## config.mk

```make
export PLATFORM = sky130hd
export DESIGN_NAME = tpo_ctrl
export DESIGN_NICKNAME = d
export VERILOG_FILES = /design/src/rtl/tpo_pkg.sv /design/src/rtl/tpo_regfile.sv /design/src/rtl/tpo_trig_sel.sv /design/src/rtl/tpo_group.sv /design/src/rtl/tpo_ctrl.sv
export SDC_FILE = /design/constraint.sdc
export NUM_CORES = 1
export LEC_CHECK = 0
export BUFFER_PORTS_ARGS = -buffer_cell sky130_fd_sc_hd__buf_2
export CORE_AREA = 5 5 126 128
export CTS_CLUSTER_DIAMETER = 150
export DETAILED_ROUTE_END_ITERATION = 8
export DIE_AREA = 0 0 131 133
export GPL_TIMING_DRIVEN = 0
export PLACE_DENSITY = 0.39
export SLEW_MARGIN = 20
export SYNTH_ARGS = -nofsm -noshare
export SYNTH_HDL_FRONTEND = slang
export SYNTH_SLANG_ARGS = --single-unit
```

## constraint.sdc

```tcl
create_clock -name clk -period 1.5 [get_ports clk]
set_clock_uncertainty 0.1 [all_clocks]
set_input_delay 0.225 -clock clk [delete_from_list [all_inputs] [get_ports clk]]
set_output_delay 0.225 -clock clk [all_outputs]
set_load 0.02 [all_outputs]
```

## src/rtl/tpo_pkg.sv

```systemverilog
// Package: shared address map for the timing pattern output controller.
// Assumes a 3-bit register address; unused codes are decoded as no-ops.
package tpo_pkg;

    localparam int unsigned ADDR_W = 3;

    typedef enum logic [ADDR_W-1:0] {
        REG_NEXT = 3'd0,
        REG_OUT  = 3'd1,
        REG_EN   = 3'd2,
        REG_DIR  = 3'd3,
        REG_SEL  = 3'd4,
        REG_NOV  = 3'd5
    } reg_addr_e;

endpackage

```

## src/rtl/tpo_regfile.sv

```systemverilog
// Module: control register file. Holds next data, enable, direction,
// trigger select and non-overlap bits, and decodes output-register writes.
// Assumes the write data word is wide enough for every select field.
module tpo_regfile
    import tpo_pkg::*;
#(
    parameter int unsigned GROUPS = 4,
    parameter int unsigned GW     = 4,
    parameter int unsigned CH_W   = 2,
    localparam int unsigned DW    = GROUPS * GW,
    localparam int unsigned SW    = GROUPS * CH_W
) (
    input  logic              clk,
    input  logic              rst_n,
    input  logic              wr_en,
    input  logic [ADDR_W-1:0] wr_addr,
    input  logic [DW-1:0]     wr_data,
    output logic [DW-1:0]     next_q,
    output logic [DW-1:0]     en_q,
    output logic [DW-1:0]     dir_q,
    output logic [SW-1:0]     sel_q,
    output logic [GROUPS-1:0] nov_q,
    output logic              out_we
);

    logic hit_next, hit_en, hit_dir, hit_sel, hit_nov;

    // Decode the write strobe into one hit per register.
    always_comb begin
        hit_next = wr_en && (wr_addr == REG_NEXT);
        hit_en   = wr_en && (wr_addr == REG_EN);
        hit_dir  = wr_en && (wr_addr == REG_DIR);
        hit_sel  = wr_en && (wr_addr == REG_SEL);
        hit_nov  = wr_en && (wr_addr == REG_NOV);
        out_we   = wr_en && (wr_addr == REG_OUT);
    end

    // Store the control registers; all clear on reset.
    always_ff @(posedge clk) begin
        if (!rst_n) begin
            next_q <= '0;
            en_q   <= '0;
            dir_q  <= '0;
            sel_q  <= '0;
            nov_q  <= '0;
        end else begin
            if (hit_next) next_q <= wr_data;
            if (hit_en)   en_q   <= wr_data;
            if (hit_dir)  dir_q  <= wr_data;
            if (hit_sel)  sel_q  <= wr_data[SW-1:0];
            if (hit_nov)  nov_q  <= wr_data[GROUPS-1:0];
        end
    end

    // unused addresses leave every register untouched.
    a_r12_unused_addr: assert property (@(posedge clk) disable iff (!rst_n)
        (wr_en && wr_addr > REG_NOV) |=>
            ($stable(next_q) && $stable(en_q) && $stable(dir_q)
             && $stable(sel_q) && $stable(nov_q)));

endmodule

```

## src/rtl/tpo_trig_sel.sv

```systemverilog
// Module: trigger source multiplexer. Picks the compare-match A/B pulse
// pair of one timer channel. Assumes pulses are one cycle, synchronous.
// A select code beyond the channel count yields no trigger.
module tpo_trig_sel #(
    parameter int unsigned CHANNELS = 4,
    parameter int unsigned CH_W     = 2
) (
    input  logic [CHANNELS-1:0] cmp_a,
    input  logic [CHANNELS-1:0] cmp_b,
    input  logic [CH_W-1:0]     sel,
    output logic                trig_a,
    output logic                trig_b
);

    // Route the selected channel's pulses to the group.
    always_comb begin
        trig_a = 1'b0;
        trig_b = 1'b0;
        for (int c = 0; c < CHANNELS; c++) begin
            if (sel == CH_W'(c)) begin
                trig_a = cmp_a[c];
                trig_b = cmp_b[c];
            end
        end
    end

endmodule

```

## src/rtl/tpo_group.sv

```systemverilog
// Module: one pattern group. Owns its slice of the output data register.
// Computes which bits a trigger transfers, in normal or non-overlap mode.
// Assumes software writes apply first and transferred bits override them.
module tpo_group #(
    parameter int unsigned GW       = 4,
    parameter int unsigned CHANNELS = 4,
    parameter int unsigned CH_W     = 2
) (
    input  logic                clk,
    input  logic                rst_n,
    input  logic [CHANNELS-1:0] cmp_a,
    input  logic [CHANNELS-1:0] cmp_b,
    input  logic [CH_W-1:0]     sel,
    input  logic                nov,
    input  logic [GW-1:0]       next_d,
    input  logic [GW-1:0]       en,
    input  logic                out_we,
    input  logic [GW-1:0]       out_wdata,
    output logic [GW-1:0]       odr
);

    logic          trig_a, trig_b;
    logic [GW-1:0] xfer_mask;
    logic [GW-1:0] base_d;
    logic [GW-1:0] odr_d;

    tpo_trig_sel #(
        .CHANNELS (CHANNELS),
        .CH_W     (CH_W)
    ) u_sel (
        .cmp_a  (cmp_a),
        .cmp_b  (cmp_b),
        .sel    (sel),
        .trig_a (trig_a),
        .trig_b (trig_b)
    );

    // Build the transfer mask: all enabled bits on A, or split by direction.
    always_comb begin
        if (nov) begin
            xfer_mask = ({GW{trig_a}} & en & ~next_d)
                      | ({GW{trig_b}} & en &  next_d);
        end else begin
            xfer_mask = {GW{trig_a}} & en;
        end
    end

    // Merge software write and transfer into the next register value.
    always_comb begin
        base_d = out_we ? out_wdata : odr;
        odr_d  = (base_d & ~xfer_mask) | (next_d & xfer_mask);
    end

    // Hold the output data register slice.
    always_ff @(posedge clk) begin
        if (!rst_n) odr <= '0;
        else        odr <= odr_d;
    end

    // disabled bits never move unless software writes them.
    a_r9_disabled_hold: assert property (@(posedge clk) disable iff (!rst_n)
        !out_we |=> (((odr ^ $past(odr)) & ~$past(en)) == '0));

    // in normal mode nothing moves without compare match A.
    a_r5_normal_needs_a: assert property (@(posedge clk) disable iff (!rst_n)
        (!nov && !trig_a && !out_we) |=> $stable(odr));

    // compare match A in non-overlap mode produces no rising bit.
    a_r7_nov_a_no_rise: assert property (@(posedge clk) disable iff (!rst_n)
        (nov && trig_a && !trig_b && !out_we) |=> ((odr & ~$past(odr)) == '0));

    // compare match B in non-overlap mode produces no falling bit.
    a_r8_nov_b_no_fall: assert property (@(posedge clk) disable iff (!rst_n)
        (nov && trig_b && !trig_a && !out_we) |=> (($past(odr) & ~odr) == '0));

endmodule

```

## src/rtl/tpo_ctrl.sv

```systemverilog
// Module: timing pattern output controller top. Instantiates the register
// file and one group per pin nibble; drives pin values and drive enables.
// Assumes compare-match inputs are synchronous one-cycle pulses.
module tpo_ctrl
    import tpo_pkg::*;
#(
    parameter int unsigned GROUPS   = 4,
    parameter int unsigned GW       = 4,
    parameter int unsigned CHANNELS = 4,
    localparam int unsigned DW      = GROUPS * GW,
    localparam int unsigned CH_W    = (CHANNELS > 1) ? $clog2(CHANNELS) : 1
) (
    input  logic                clk,
    input  logic                rst_n,
    input  logic                wr_en,
    input  logic [ADDR_W-1:0]   wr_addr,
    input  logic [DW-1:0]       wr_data,
    input  logic [CHANNELS-1:0] cmp_a,
    input  logic [CHANNELS-1:0] cmp_b,
    output logic [DW-1:0]       pin_out,
    output logic [DW-1:0]       pin_oe
);

    logic [DW-1:0]          next_q, en_q, dir_q;
    logic [GROUPS*CH_W-1:0] sel_q;
    logic [GROUPS-1:0]      nov_q;
    logic                   out_we;
    logic [DW-1:0]          odr_all;

    tpo_regfile #(
        .GROUPS (GROUPS),
        .GW     (GW),
        .CH_W   (CH_W)
    ) u_regs (
        .clk     (clk),
        .rst_n   (rst_n),
        .wr_en   (wr_en),
        .wr_addr (wr_addr),
        .wr_data (wr_data),
        .next_q  (next_q),
        .en_q    (en_q),
        .dir_q   (dir_q),
        .sel_q   (sel_q),
        .nov_q   (nov_q),
        .out_we  (out_we)
    );

    for (genvar g = 0; g < GROUPS; g++) begin : g_grp
        tpo_group #(
            .GW       (GW),
            .CHANNELS (CHANNELS),
            .CH_W     (CH_W)
        ) u_grp (
            .clk       (clk),
            .rst_n     (rst_n),
            .cmp_a     (cmp_a),
            .cmp_b     (cmp_b),
            .sel       (sel_q[g*CH_W +: CH_W]),
            .nov       (nov_q[g]),
            .next_d    (next_q[g*GW +: GW]),
            .en        (en_q[g*GW +: GW]),
            .out_we    (out_we),
            .out_wdata (wr_data[g*GW +: GW]),
            .odr       (odr_all[g*GW +: GW])
        );
    end

    // Drive pins from the output register; enable needs direction and enable.
    always_comb begin
        pin_out = odr_all;
        pin_oe  = dir_q & en_q;
    end

    // one cycle after reset, pins are undriven and zero.
    a_r1_reset_clear: assert property (@(posedge clk)
        !rst_n |=> (pin_oe == '0 && pin_out == '0));

endmodule

```

==> results.md <==
* Status: finished with violations
* Failing checks: negative setup slack
* Adder-Cell Fraction of Synth Area at 0%
* Post-route cell area at 4640 sq um
* Leak at between 1.5 and 2 nW
* Gr ovfl total at 0
* Drt drc at 0
* Post-Syn Nets at 438
* Yosys warnings at 0
* Vias at between 3,000 and 4,000
* CTS Root Cell: clkbuf_16
* Antenna diode count at 0
* Reg power frac at 45.7%
* Clock Tree Buf Depth at 2
* Post-synth ARST share at 0%
* Area growth syn-to-layout at 30.1%
* Clock Latency Late Sink at roughly 340 ps
* Number of CTS-inserted buffers at 9
* Simple-gate portion of the synthesized area at a little under a quarter
* Kind of critical path: register to register
* Compound-cell area share of the yosys netlist at between 10% and 20%
* Combinational Power Share at roughly 9.7%
* Final Hold Vio Count at 0
* Number of global-route vias before repair at roughly 3,200
* Initial Utilization at approximately 24%
* Detailed placer's ending HPWL at ~8500 microns
* Fin crit share at 115%
* Sw Ratio at 24.7%
* Clock sinks at 76
* Internal at ~0.0034 W
* Max-Cap Viols at 0
* Final min period at approximately 1700 ps
* Hold crit path type: primary input to register
* WL/cell at about 18 microns
* CP Launch Type: register
* Hold buffer count at cts at 0
* Initial antenna violation count at 0
* PwrDens at 985 nW/um^2
* Fmax at ~580 MHz
* Core footprint at roughly 15,000 sq um
* CTS clk-pin slew, worst paths at 60 ps
* First-pass GRT wire length at roughly 19,000 microns
* NumNets Final at about 500
* Largest family of logic cells by synthesized area: simple AND/OR/NAND/NOR gates
* Largest net degree at the start of global routing at 12
* Crit Path Max Fanout at 5
* Post-Syn Area at 3560 sq um
* Psw at ~0.0011 W
* Clock network fraction of total power at 44.6%
* Max_slew headroom at a little over half
* CTS tree: yes
* Mapped Avg Cell Area at roughly 8.7 sq um
* Sequential share of the synthesized area at a little over two fifths
* Die Wd at approximately 130 microns
* Most frequent cell after synthesis: nand2_1
* Synth Flop Type: dfxtp_1
* Synth top area share at between 40% and 50%
* Slew @ Worst Pin at between 600 and 700 ps
* Fillcell total at roughly 1,600
* Synth area leaders: dfxtp_1 43%, nand2_1 13%, a21boi_0 11%
* Setup ws final at -232 ps
* TritonRoute pass-1 iters at 4
* Placer Congestion at 0.719
* Mux share of post-synthesis cell area at 13.0%
* RSZ-0062 raised after global routing: true
* IO Pins at 62
* Post-Synth XOR/XNOR Area at 0%
* Final max-slew violation count at 0
* Post-synth EDFFs at 0
* Max IR drop VDD at between 0.4 and 0.5 mV
* Die Y at between 100 and 150 microns
* Post-route ant nets at 0
* Final WL at roughly 12,000 microns
* Cell taking the most area after synthesis: dfxtp_1
* WP data arrival at around 1900 ps
* # H-tree levels at 3
* DIE AREA at roughly 17,000 sq um
* Row cnt at 45
* Pre-CTS setup slack at -480 ps
* Placed Area at between 4000 and 5000 sq um
* Final setup viols at 9
* Number of buffers added on ports at 60
* Distinct cells, synth at 33
* Gr usage total at between 10% and 20%
* Drt initial violations at 143
* Proportion of layout cells with a drive suffix above 1 at about 30%
* Via-per-instance ratio at 4.69
* Mapped Cells at about 410
* CP Capture Type: register
* Setup TNS at -1720 ps
* #FFs+latches synth at 76
* Synth top cells by count: 124 x nand2_1, 76 x dfxtp_1, 54 x a21boi_0
* WP data required at roughly 1600 ps
* Final Power at ~0.0046 W
## power by group through the flow
stage | registers, W | logic, W | clock network [W]
finish | 0.00209 | 0.000442 | 0.00204
global route | 0.00209 | 0.000484 | 0.00218
CTS | 0.00209 | 0.000432 | 0.00210
detailed placement | 0.00214 | 0.000401 | 0
global placement | 0.00213 | 0.000395 | 0
floorplan | 0.00213 | 0.000212 | 0
## metrics by stage
step / hold WS (ps) / utilization [%] / instances
after floorplan: 259 / - / 408
after global placement: 347 / 28.2 / 656
after detailed placement: 353 / 28.2 / 656
after CTS: 51.6 / 30.9 / 675
after global routing: 61.4 / 31.4 / 675
final: 64.4 / 31.4 / 675
## layer usage
layer | wire length (microns) | GRT usage [%] | vias up | part of all wire, %
li1 | - | - | 1554 | -
met1 | 5570 | 18.7 | 1541 | 47
met2 | 5710 | 23.4 | 60 | 48
met3 | 505 | 3.43 | 11 | 4.2
met4 | 144 | 3.66 | 0 | 1.2
met5 | 0 | 0 | - | 0
## logic make-up (layout without fill, tap and decap cells)
kind of cell / Yosys count / after routing
muxes: 37 / 37
and+or+nand+nor: 183 / 183
DFF: 76 / 76
AOI/OAI and AO/OA: 88 / 88
buffers and inverters: 24 / 103
## cells in the final DEF (no fill, tap or decap), types with 9 or more instances in the layout
cell / instances
nor2_1: 10
a21boi_0: 54
mux2_4: 13
mux2i_1: 10
nand2_1: 121
buf_2: 62
clkbuf_16: 9
dfxtp_1: 71
clkbuf_1: 10
a21oi_2: 9
and2_1: 16
## layout make-up
class	count	area [sq um]	share of cell area, %
multi-input cells	308	2120	45.7
flip-flops and latches	76	1540	33.2
repair buffers	66	349	7.53
clock buffers	13	260	5.61
well taps	188	235	5.07
plain buffers	18	106	2.29
inverters	4	15.0	0.324
clock inverters	2	10.0	0.216
## worst paths after layout
check | start | to | slack [ps] | cells after the start
max | u_regs.sel_q[7] | register | -230 | 4
min | wr_data[15] | u_regs.en_q[15] | 60 | 3
max reg2reg | u_regs.sel_q[7] | register | -230 | 4
min reg2reg | u_regs.dir_q[6] | u_regs.dir_q[6] | 360 | 2
## timing repair
action | in CTS | in global routing
gates resized for setup | 26 | 19
hold endpoints to repair | 0 | 0
setup buffers | 4 | 2
pin swaps | 3 | 9
setup endpoints to repair | 36 | 46
## worst max-delay path, stage by stage, from the launching register on
cell     delay [ps]
dfxtp_4         390
mux2_4          310
mux4_2          600
a21oi_2         160
nor2_1           50
No activity file was read; power rests on OpenSTA's default activity.
